## src/rtl/cr_timer_pkg.sv

```systemverilog
package cr_timer_pkg;

    localparam int BYTE_W    = 8;
    localparam int CNT_BYTES = 2;
    localparam int CNT_W     = BYTE_W * CNT_BYTES;
    localparam int ADDR_W    = 3;

    localparam logic [ADDR_W-1:0] A_CTRL   = 3'd0;
    localparam logic [ADDR_W-1:0] A_CNT_LO = 3'd1;
    localparam logic [ADDR_W-1:0] A_CNT_HI = 3'd2;
    localparam logic [ADDR_W-1:0] A_RLD_LO = 3'd3;
    localparam logic [ADDR_W-1:0] A_RLD_HI = 3'd4;

    typedef enum logic [1:0] {
        MD_RELOAD  = 2'd0,
        MD_CAPTURE = 2'd1,
        MD_BAUD    = 2'd2
    } tmode_e;

    typedef struct packed {
        logic ovf;
        logic ext;
        logic rx_sel;
        logic tx_sel;
        logic ext_en;
        logic run;
        logic cnt_sel;
        logic cap_sel;
    } ctrl_t;

    function automatic tmode_e mode_of(input ctrl_t c);
        if (c.rx_sel || c.tx_sel) return MD_BAUD;
        if (c.cap_sel)            return MD_CAPTURE;
        return MD_RELOAD;
    endfunction

    function automatic logic [BYTE_W-1:0] byte_of(input logic [CNT_W-1:0] v,
                                                 input int idx);
        return v[idx*BYTE_W +: BYTE_W];
    endfunction

endpackage

```

## src/rtl/crt_edge_fall.sv

```systemverilog
module crt_edge_fall #(
    parameter int STAGES = 2
) (
    input  logic clk,
    input  logic rst,
    input  logic pin_i,
    output logic fall_o
);
    // sh[0..STAGES-1] synchronise, sh[STAGES] holds the previous sample
    logic [STAGES:0] sh;

    always_ff @(posedge clk) begin
        if (rst) sh <= '1;
        else     sh <= {sh[STAGES-1:0], pin_i};
    end

    assign fall_o = sh[STAGES] & ~sh[STAGES-1];
endmodule

```

## src/rtl/crt_prescaler.sv

```systemverilog
module crt_prescaler #(
    parameter int DIV = 12
) (
    input  logic clk,
    input  logic rst,
    input  logic en,
    output logic tick_o
);
    localparam int W = (DIV > 1) ? $clog2(DIV) : 1;
    localparam logic [W-1:0] LAST = W'(DIV - 1);

    logic [W-1:0] cnt;

    always_ff @(posedge clk) begin
        if (rst || !en)      cnt <= '0;
        else if (cnt == LAST) cnt <= '0;
        else                 cnt <= cnt + 1'b1;
    end

    assign tick_o = en && (cnt == LAST);
endmodule

```

## src/rtl/crt_core.sv

```systemverilog
module crt_core
    import cr_timer_pkg::*;
#(
    parameter int NB = CNT_BYTES
) (
    input  logic                  clk,
    input  logic                  rst,
    input  tmode_e                mode,
    input  logic                  inc,
    input  logic                  trig_ev,
    input  logic [NB-1:0]         wr_cnt_b,
    input  logic [NB-1:0]         wr_rld_b,
    input  logic [BYTE_W-1:0]     wdata,
    output logic [NB*BYTE_W-1:0]  count_o,
    output logic [NB*BYTE_W-1:0]  rld_o,
    output logic                  roll_o
);
    localparam int W = NB * BYTE_W;

    logic [W-1:0] count_q, count_d;
    logic [W-1:0] rld_q, rld_d;
    logic         do_load;
    logic         do_capture;

    assign roll_o     = inc && (&count_q);
    assign do_load    = (roll_o && mode != MD_CAPTURE) ||
                        (trig_ev && mode == MD_RELOAD);
    assign do_capture = trig_ev && (mode == MD_CAPTURE);

    always_comb begin
        count_d = count_q;
        if (|wr_cnt_b) begin
            for (int b = 0; b < NB; b++)
                if (wr_cnt_b[b]) count_d[b*BYTE_W +: BYTE_W] = wdata;
        end else if (do_load) begin
            count_d = rld_q;
        end else if (inc) begin
            count_d = count_q + W'(1);
        end
    end

    always_comb begin
        rld_d = rld_q;
        for (int b = 0; b < NB; b++) begin
            if (wr_rld_b[b])
                rld_d[b*BYTE_W +: BYTE_W] = wdata;
            else if (do_capture)
                rld_d[b*BYTE_W +: BYTE_W] = count_q[b*BYTE_W +: BYTE_W];
        end
    end

    always_ff @(posedge clk) begin
        if (rst) begin
            count_q <= '0;
            rld_q   <= '0;
        end else begin
            count_q <= count_d;
            rld_q   <= rld_d;
        end
    end

    assign count_o = count_q;
    assign rld_o   = rld_q;
endmodule

```

## src/rtl/cr_timer.sv

```systemverilog
module cr_timer
    import cr_timer_pkg::*;
#(
    parameter int PRESCALE    = 12,
    parameter int SYNC_STAGES = 2
) (
    input  logic              clk,
    input  logic              rst,
    input  logic [ADDR_W-1:0] reg_addr,
    input  logic              reg_wr,
    input  logic [BYTE_W-1:0] reg_wdata,
    output logic [BYTE_W-1:0] reg_rdata,
    input  logic              cnt_pin,
    input  logic              trig_pin,
    output logic              irq,
    output logic              baud_tick
);
    ctrl_t               ctrl_q, ctrl_d, wv;
    tmode_e              mode;
    logic                cnt_fall, trig_fall, tick;
    logic                inc, trig_ev, roll;
    logic                ctrl_wr, cnt_wr, rld_wr;
    logic [CNT_BYTES-1:0] wr_cnt_b, wr_rld_b;
    logic [CNT_W-1:0]    count_q, rld_q;
    logic                baud_q;

    assign mode = mode_of(ctrl_q);

    crt_edge_fall #(.STAGES(SYNC_STAGES)) u_cnt_edge (
        .clk(clk), .rst(rst), .pin_i(cnt_pin), .fall_o(cnt_fall));

    crt_edge_fall #(.STAGES(SYNC_STAGES)) u_trig_edge (
        .clk(clk), .rst(rst), .pin_i(trig_pin), .fall_o(trig_fall));

    crt_prescaler #(.DIV(PRESCALE)) u_pre (
        .clk(clk), .rst(rst), .en(ctrl_q.run && !ctrl_q.cnt_sel), .tick_o(tick));

    assign inc     = ctrl_q.run && (ctrl_q.cnt_sel ? cnt_fall : tick);
    assign trig_ev = trig_fall && ctrl_q.ext_en && (mode != MD_BAUD);

    assign ctrl_wr     = reg_wr && (reg_addr == A_CTRL);
    assign wr_cnt_b[0] = reg_wr && (reg_addr == A_CNT_LO);
    assign wr_cnt_b[1] = reg_wr && (reg_addr == A_CNT_HI);
    assign wr_rld_b[0] = reg_wr && (reg_addr == A_RLD_LO);
    assign wr_rld_b[1] = reg_wr && (reg_addr == A_RLD_HI);
    assign cnt_wr      = |wr_cnt_b;
    assign rld_wr      = |wr_rld_b;

    crt_core #(.NB(CNT_BYTES)) u_core (
        .clk(clk), .rst(rst), .mode(mode), .inc(inc), .trig_ev(trig_ev),
        .wr_cnt_b(wr_cnt_b), .wr_rld_b(wr_rld_b), .wdata(reg_wdata),
        .count_o(count_q), .rld_o(rld_q), .roll_o(roll));

    assign wv = ctrl_t'(reg_wdata);

    always_comb begin
        ctrl_d = ctrl_q;
        if (ctrl_wr) begin
            ctrl_d     = wv;
            ctrl_d.ovf = ctrl_q.ovf & wv.ovf;
            ctrl_d.ext = ctrl_q.ext & wv.ext;
        end
        if (roll && mode != MD_BAUD) ctrl_d.ovf = 1'b1;
        if (trig_ev)                 ctrl_d.ext = 1'b1;
    end

    always_ff @(posedge clk) begin
        if (rst) begin
            ctrl_q <= '0;
            baud_q <= 1'b0;
        end else begin
            ctrl_q <= ctrl_d;
            baud_q <= roll && (mode == MD_BAUD);
        end
    end

    always_comb begin
        case (reg_addr)
            A_CTRL:   reg_rdata = ctrl_q;
            A_CNT_LO: reg_rdata = byte_of(count_q, 0);
            A_CNT_HI: reg_rdata = byte_of(count_q, 1);
            A_RLD_LO: reg_rdata = byte_of(rld_q, 0);
            A_RLD_HI: reg_rdata = byte_of(rld_q, 1);
            default:  reg_rdata = '0;
        endcase
    end

    assign irq       = ctrl_q.ovf | ctrl_q.ext;
    assign baud_tick = baud_q;
endmodule

```

## config.mk

```make
export PLATFORM = sky130hd
export DESIGN_NAME = cr_timer
export DESIGN_NICKNAME = d
export VERILOG_FILES = /design/src/rtl/cr_timer_pkg.sv /design/src/rtl/crt_edge_fall.sv /design/src/rtl/crt_prescaler.sv /design/src/rtl/crt_core.sv /design/src/rtl/cr_timer.sv
export SDC_FILE = /design/constraint.sdc
export NUM_CORES = 1
export LEC_CHECK = 0
export BUFFER_PORTS_ARGS = -buffer_cell sky130_fd_sc_hd__buf_2
export CORE_ASPECT_RATIO = 1.25
export CORE_MARGIN = 8
export CORE_UTILIZATION = 29
export CTS_BUF_LIST = sky130_fd_sc_hd__clkbuf_4 sky130_fd_sc_hd__clkbuf_8
export DETAILED_ROUTE_END_ITERATION = 16
export SYNTH_ARGS = -nofsm -noshare
export SYNTH_HDL_FRONTEND = slang
export SYNTH_HIERARCHICAL = 1
export SYNTH_SLANG_ARGS = --single-unit
```

## constraint.sdc

```tcl
create_clock -name clk -period 2.55 [get_ports clk]
set_input_delay 0.1275 -clock clk [delete_from_list [all_inputs] [get_ports clk]]
set_output_delay 0.1275 -clock clk [all_outputs]
set_load 0.02 [all_outputs]
```

---- After elaboration in Yosys (flattened, before gate mapping) ----
Cells that the tools add are included.
operators by class
  shift-type cells ........................ 0
  bitwise gates (word level) .............. 7
  multiply operators ...................... 0
  add/subtract/negate cells ............... 2
  equality and inequality tests ........... 11
  magnitude comparators ................... 0
  reduce and logical (&&, ||, !) cells .... 33
  divide/modulo/power cells ............... 0
  muxes and demuxes ....................... 21
operators by type and width
  operator                                                                 number
  8-bit two-way mux                                                        7
  16-bit two-way mux                                                       3
  8-bit one-hot mux with 5 select lines                                    1
  16-bit by 1-bit adder with 16-bit output, second input constant          1
  1-bit logical AND                                                        16
  16-bit AND reduction                                                     1
  2-bit two-way mux                                                        4
  2-bit nonzero test                                                       4
  3-bit by 2-bit == test with 1-bit output, second input constant          2
  1-bit two-way mux                                                        6
  2-bit by 1-bit inequality test with 1-bit output, second input constant  3
  4-bit by 1-bit adder with 4-bit output, second input constant            1
  1-bit bitwise AND                                                        4
  4-bit == test, second input constant                                     1
  2-bit AND reduction                                                      2
  2-bit OR reduction                                                       2
  3-bit by 1-bit == test with 1-bit output, second input constant          1
  3-bit == test, second input constant                                     1
  3-bit zero test                                                          1
  1-bit logical OR                                                         3
  3-bit nonzero test                                                       1
  2-bit by 1-bit == test with 1-bit output, second input constant          1
  2-bit == test, second input constant                                     1
  1-bit zero test                                                          2
  4 further kinds                                                          5
storage, ports and cells
  bits in writable memories ............... 0
  logic and storage cells ................. 90
  memories ................................ 0
  output and inout port bits .............. 10
  register bits ........................... 51
  ROM bits ................................ 0
  bits of input ports ..................... 16
  bits in latches ......................... 0

---- Logic depth before layout (Yosys ltp) ----
  word-level depth ........................ 11
  depth in mapped cells ................... 11
  gate-level depth less buffers ........... 10

---- Cells and area by module ----
The synthesis kept the hierarchy.
modules (own cells, without submodules)
  module         instances  area an instance (µm²)  cells an instance  sequential area each (µm²)
  crt_core       1          2001.9                  242                640.6
  cr_timer       1          812.0                   98                 180.2
  crt_edge_fall  2          85.1                    7                  60.1
  crt_prescaler  1          167.7                   17                 80.1

---- Worst setup path before layout ----
Ideal clock, no wire load.
  kind .................................... reg2reg
  start ................................... register u_pre.cnt[0]
  end ..................................... register u_core.count_q[8], in the netlist u_core/count_o[8]
  clock period less this slack ............ 2.332 ns
  cell stages (with the launch flop) ...... 11
  setup time .............................. 0.091 ns
  path slack .............................. 0.218 ns
  arrival ................................. 2.241 ns
  required time ........................... 2.459 ns
  buffers on the path ..................... 0
  path through ............................ dfxtp_1 ha_1 nand2_1 nor3b_1 mux2i_1 nor2b_1 nand4_1 nor4_4 o21ai_2 a221o_1 a311oi_1
on the way
  cells in the longest elaborated chain, start to end .. 9
  elaborated cells between the ends (all ways) .. 11
  classes of those cells .................. eq/ne (1); mux (3); reduce/logical (7)
ends and longest elaborated chain
  element                                                                     RTL line             RTL
  from (decl)                                                                 crt_prescaler.sv:12  logic [W-1:0] cnt;
  from (signal assigned)                                                      crt_prescaler.sv:17  else cnt <= cnt + 1'b1;
  4-bit == test (*)                                                           crt_prescaler.sv:20  assign tick_o = en && (cnt == LAST);
  1-bit logical AND (*)                                                       crt_prescaler.sv:20
  named net tick                                                              cr_timer.sv:20       logic cnt_fall, trig_fall, tick;
  1-bit two-way mux (*)                                                       cr_timer.sv:38       assign inc = ctrl_q.run && (ctrl_q.cnt_sel ? cnt_fall : tick);
  1-bit logical AND (*)                                                       cr_timer.sv:38
  named net inc                                                               cr_timer.sv:21       logic inc, trig_ev, roll;
  1-bit logical AND (*)                                                       crt_core.sv:25       assign roll_o = inc && (&count_q);
  named net roll                                                              cr_timer.sv:21
  1-bit logical AND (*)                                                       crt_core.sv:26       assign do_load = (roll_o && mode != MD_CAPTURE) ||
  1-bit logical OR (*)                                                        crt_core.sv:26
  3-bit nonzero test (no line) / 16-bit two-way mux (equally long branches)   -
  2-bit AND reduction (no line) / 16-bit two-way mux (equally long branches)  -
  to (signal assigned)                                                        crt_core.sv:57       count_q <= count_d;
  to (decl)                                                                   crt_core.sv:20       logic [W-1:0] count_q, count_d;
The timed path passes the listed nets; every way through them passes the cells marked *.
A chain may end at the register's enable or synchronous reset.

---- Final worst setup path ----
  start ................................... register u_pre.cnt[0]
  end ..................................... register u_core.count_q[1], in the netlist u_core/count_o[1]
The elaborated chain is that of the path after synthesis.

==> impl_metrics.csv <==
group,metric,value,unit
sta,max_clock_freq,0.441,GHz
global_route,grt_antenna_before_repair,0,
critical_path,worstReg2RegStart,"u_pre/cnt[0]$_SDFF_PP0_",
critical_path,arrival,2.49,ns
cts,numClockSinks,51,
critical_path,r2r_cells,11,
sta,hold_viol,0,
global_route,first_global_vias,2830,
floorplan,initial_core_util,0.297,
status,run_status,"finished, final reports clean",
global_route,global_route_wire_length_before_repair,15.2,mm
detailed_routing,drt-total-wl,9.25,mm
floorplan,design.portCount,26,
power_and_ir_drop,power.ir.vdd_worst,0.175,mV
sta,layout_worst_path_cycle_share,0.890,
cts,cts-root-buf,"sky130_fd_sc_hd__clkbuf_8",
detailed_routing,detailroute.via_count,2863,
finish,most_common_cell_after_layout_fill_and_taps_aside,"sky130_fd_sc_hd__dfxtp_1",
cts,cts.repair_timing.setup_buffer_count,0,
sta,finClkSkew,0.00987,ns
synthesis,synth_fp_nets,389,
critical_path,critPathCaptureType,"flip-flop",
critical_path,worst-path-max-fanout,9,
finish,drive_above_1_share,0.167,
sta,finalSetupViolations,0,
sta,setup-tns-final,0,ns
global_route,grt_max_degree,33,
sta,tightestPinTransition,0.699,ns
finish,commonest_non_fill_non_tap_cells_in_the_layout,"51 x sky130_fd_sc_hd__dfxtp_1, 49 x sky130_fd_sc_hd__mux2i_1, 38 x sky130_fd_sc_hd__nor2_1, 27 x sky130_fd_sc_hd__o21ai_0, 25 x sky130_fd_sc_hd__buf_2",
floorplan,die_area,0.0145,mm²
finish,layout.core_utilization,0.335,
finish,area_occupied_by_multi_input_gates,0.00194,mm²
power_and_ir_drop,p_per_area,434,mW/mm²
detailed_routing,detailedRoute.firstPassIterationCount,4,
global_route,gr-total-overflow,0,
critical_path,worst_setup_path_start_kind,"flip-flop",
finish,n_antenna_cell,0,
flow_run,max_cap_violations,0,
finish,syn_to_final_growth,13.0,%
critical_path,timing.critical_path.to,"u_core/count_o[1]$_SDFFE_PP0P_",
synthesis,syn-cell-area,0.00315,mm²
finish,finish.cell_count_without_fillers,527,
detailed_routing,drt_iter0_drc,186,
finish,final.fill_count,1151,
floorplan,core_area,0.0106,mm²
finish,seq_cell_area,0.00102,mm²
sta,hold-worst-slack,0.131,ns
critical_path,critical_path_required,2.77,ns
sta,period_minus_slack,2.27,ns
detailed_routing,routed_wire_length_per_instance,17.6,µm
place,place.detailed.hpwl,6.70,mm
cts,htree_depth,2,
place,place.gp.congestion,0.880,
critical_path,ff2ff_setup_slack,0.28,ns
synthesis,netlist_instances,371,
critical_path,worstSetupStartpoint,"u_pre/cnt[0]$_SDFF_PP0_",
sta,maxSlewHeadroom,0.533,
synthesis,postSynthRegisterBits,51,
critical_path,worst-setup-path-type,"flip-flop to flip-flop",
synthesis,warnings_from_yosys,6,
cts,cts_tree,"built",
critical_path,worstReg2RegEnd,"u_core/count_o[1]$_SDFFE_PP0P_",
global_route,gr-usage-all-layers,0.130,
sta,grt_setup_unrepaired,"no",
sta,timing_max_transition_violations_final,0,
cts,clock_input_transition_at_the_sequential_cells_of_the_worst_setup_and_hold_paths,0.09,ns
cts,clock_insertion_delay_worst_skew,0.31,ns
power_and_ir_drop,p_leak,1.46,nW
synthesis,yosys.cell_types.count,50,
floorplan,placementRows,42,
floorplan,die_width,109,µm
place,place.port_buffers,25,
detailed_routing,antenna_left,0,
place,dp_cells,518,
synthesis,ys_seq_area_frac,0.324,
cts,max-clock-path-buffers,2,
finish,nets,413,
floorplan,fp.dieH,133,µm
detailed_routing,routed_via_density,5.43,
cts,cts_made_buffers,5,
hold_path,hold_class,"input port to flip-flop",
synthesis,synth_area_per_cell,8.50,µm²
detailed_routing,drc_errors,0,
[layer usage]
layer  global-route usage  vias up  part of all wire  routed length (µm)
met5                    0        -                 0                   0
met4               0.0489        0             0.015                 138
met3               0.0272       10             0.060                 558
met2                0.210       71              0.48                4470
met1                0.165     1395              0.44                4090
li1                     -     1387                 -                   -
[Yosys cell counts, drive strengths merged]
cell,count,area [µm²]
a211oi,16,120
a21o,2,15.0
a21oi,17,85.1
a221o,1,10.0
a221oi,1,8.76
a22oi,6,45.0
a311oi,4,35.0
and2,3,18.8
and3,6,37.5
and4,2,17.5
and4b,1,10.0
buf,11,73.8
clkbuf,20,75.1
dfxtp,51,1020
ha,2,25.0
inv,12,45.0
mux2i,49,490
mux4,1,22.5
nand2,7,26.3
nand2b,2,12.5
nand3,9,50.1
nand3b,7,52.6
nand4,9,68.8
nor2,39,149
nor2b,7,43.8
nor3,2,10.0
nor3b,4,30.0
nor4,3,33.8
nor4bb,2,20.0
o2111ai,1,8.76
o21a,7,52.6
o21ai,32,168
o21bai,1,7.51
o22ai,4,25.0
o31ai,2,15.0
or2,10,62.6
or3,1,6.26
or4b,1,13.8
xnor2,11,96.3
xor2,5,43.8
[worst min-delay path by stage]
stage,startpoint,depth (start not counted),to,slack [ns]
global placement,trig_pin,2,u_trig_edge/sh[0]$_SDFF_PP1_,0.31
global route,reg_wdata[0],3,ctrl_q[0]$_SDFFE_PP0P_,0.13
detailed placement,trig_pin,2,u_trig_edge/sh[0]$_SDFF_PP1_,0.32
floorplan,rst,1,u_cnt_edge/sh[0]$_SDFF_PP1_,0.22
CTS,reg_wdata[0],3,ctrl_q[0]$_SDFFE_PP0P_,0.12
finish,reg_wdata[0],3,ctrl_q[0]$_SDFFE_PP0P_,0.13
[state kept, by name (all words and copies together) (netlist names)]
name,cells
baud_tick,1
ctrl_q,8
u_cnt_edge/sh,3
u_core/count_o,16
u_core/rld_o,16
u_pre/cnt,4
u_trig_edge/sh,3
[cell type report]
| cell class | count | share of cell area |
|---|---|---|
| Clock buffer | 6 | 0.0232 |
| Clock inverter | 1 | 0.00141 |
| Inverter | 12 | 0.0126 |
| Multi-Input combinational cell | 277 | 0.545 |
| Sequential cell | 51 | 0.287 |
| Tap cell | 132 | 0.0464 |
| Timing Repair Buffer | 48 | 0.0850 |
[what timing repair did]
item | in CTS | in global routing
hold buffers | 2 | 0
resized for setup | 0 | 1
endpoints found under the setup margin | 0 | 3
endpoints found under the hold margin | 2 | 0
[per-stage QoR]
step	power [mW]	area, µm²	setup slack (ns)
2_1_floorplan	0.998	3150	0.218
3_3_place_gp	1.07	3450	0.287
3_5_place_dp	1.07	3450	0.230
4_1_cts	1.56	3560	0.208
5_1_grt	1.62	3560	0.0331
6_report	1.54	3560	0.281
[power breakdown]
group,internal [mW],total (mW),leakage [nW],switching (mW)
registers,0.819,0.847,0.414,0.0281
clock network,0.214,0.487,0.0470,0.273
logic,0.0861,0.210,0.998,0.124
[cells by family after synthesis]
group,Yosys count,synth area share
simple gates,115,0.210
compound gates,94,0.189
flops,51,0.324
mux,50,0.163
buf+inv,43,0.0615
xor+xnor,16,0.0445
fa+ha+maj,2,0.00794
[worst max-delay path, stage by stage, from the launching register on]
cell,delay (ns)
sky130_fd_sc_hd__dfxtp_1,0.37
sky130_fd_sc_hd__ha_1,0.19
sky130_fd_sc_hd__nand2_1,0.09
sky130_fd_sc_hd__nor3b_1,0.20
sky130_fd_sc_hd__mux2i_1,0.11
sky130_fd_sc_hd__nor2b_2,0.18
sky130_fd_sc_hd__nand4_1,0.17
sky130_fd_sc_hd__nor4_4,0.21
sky130_fd_sc_hd__buf_4,0.20
sky130_fd_sc_hd__and3_1,0.16
sky130_fd_sc_hd__o21ai_1,0.06
sky130_fd_sc_hd__a311oi_1,0.25
Note: power is estimated with default switching activity, not from simulation.
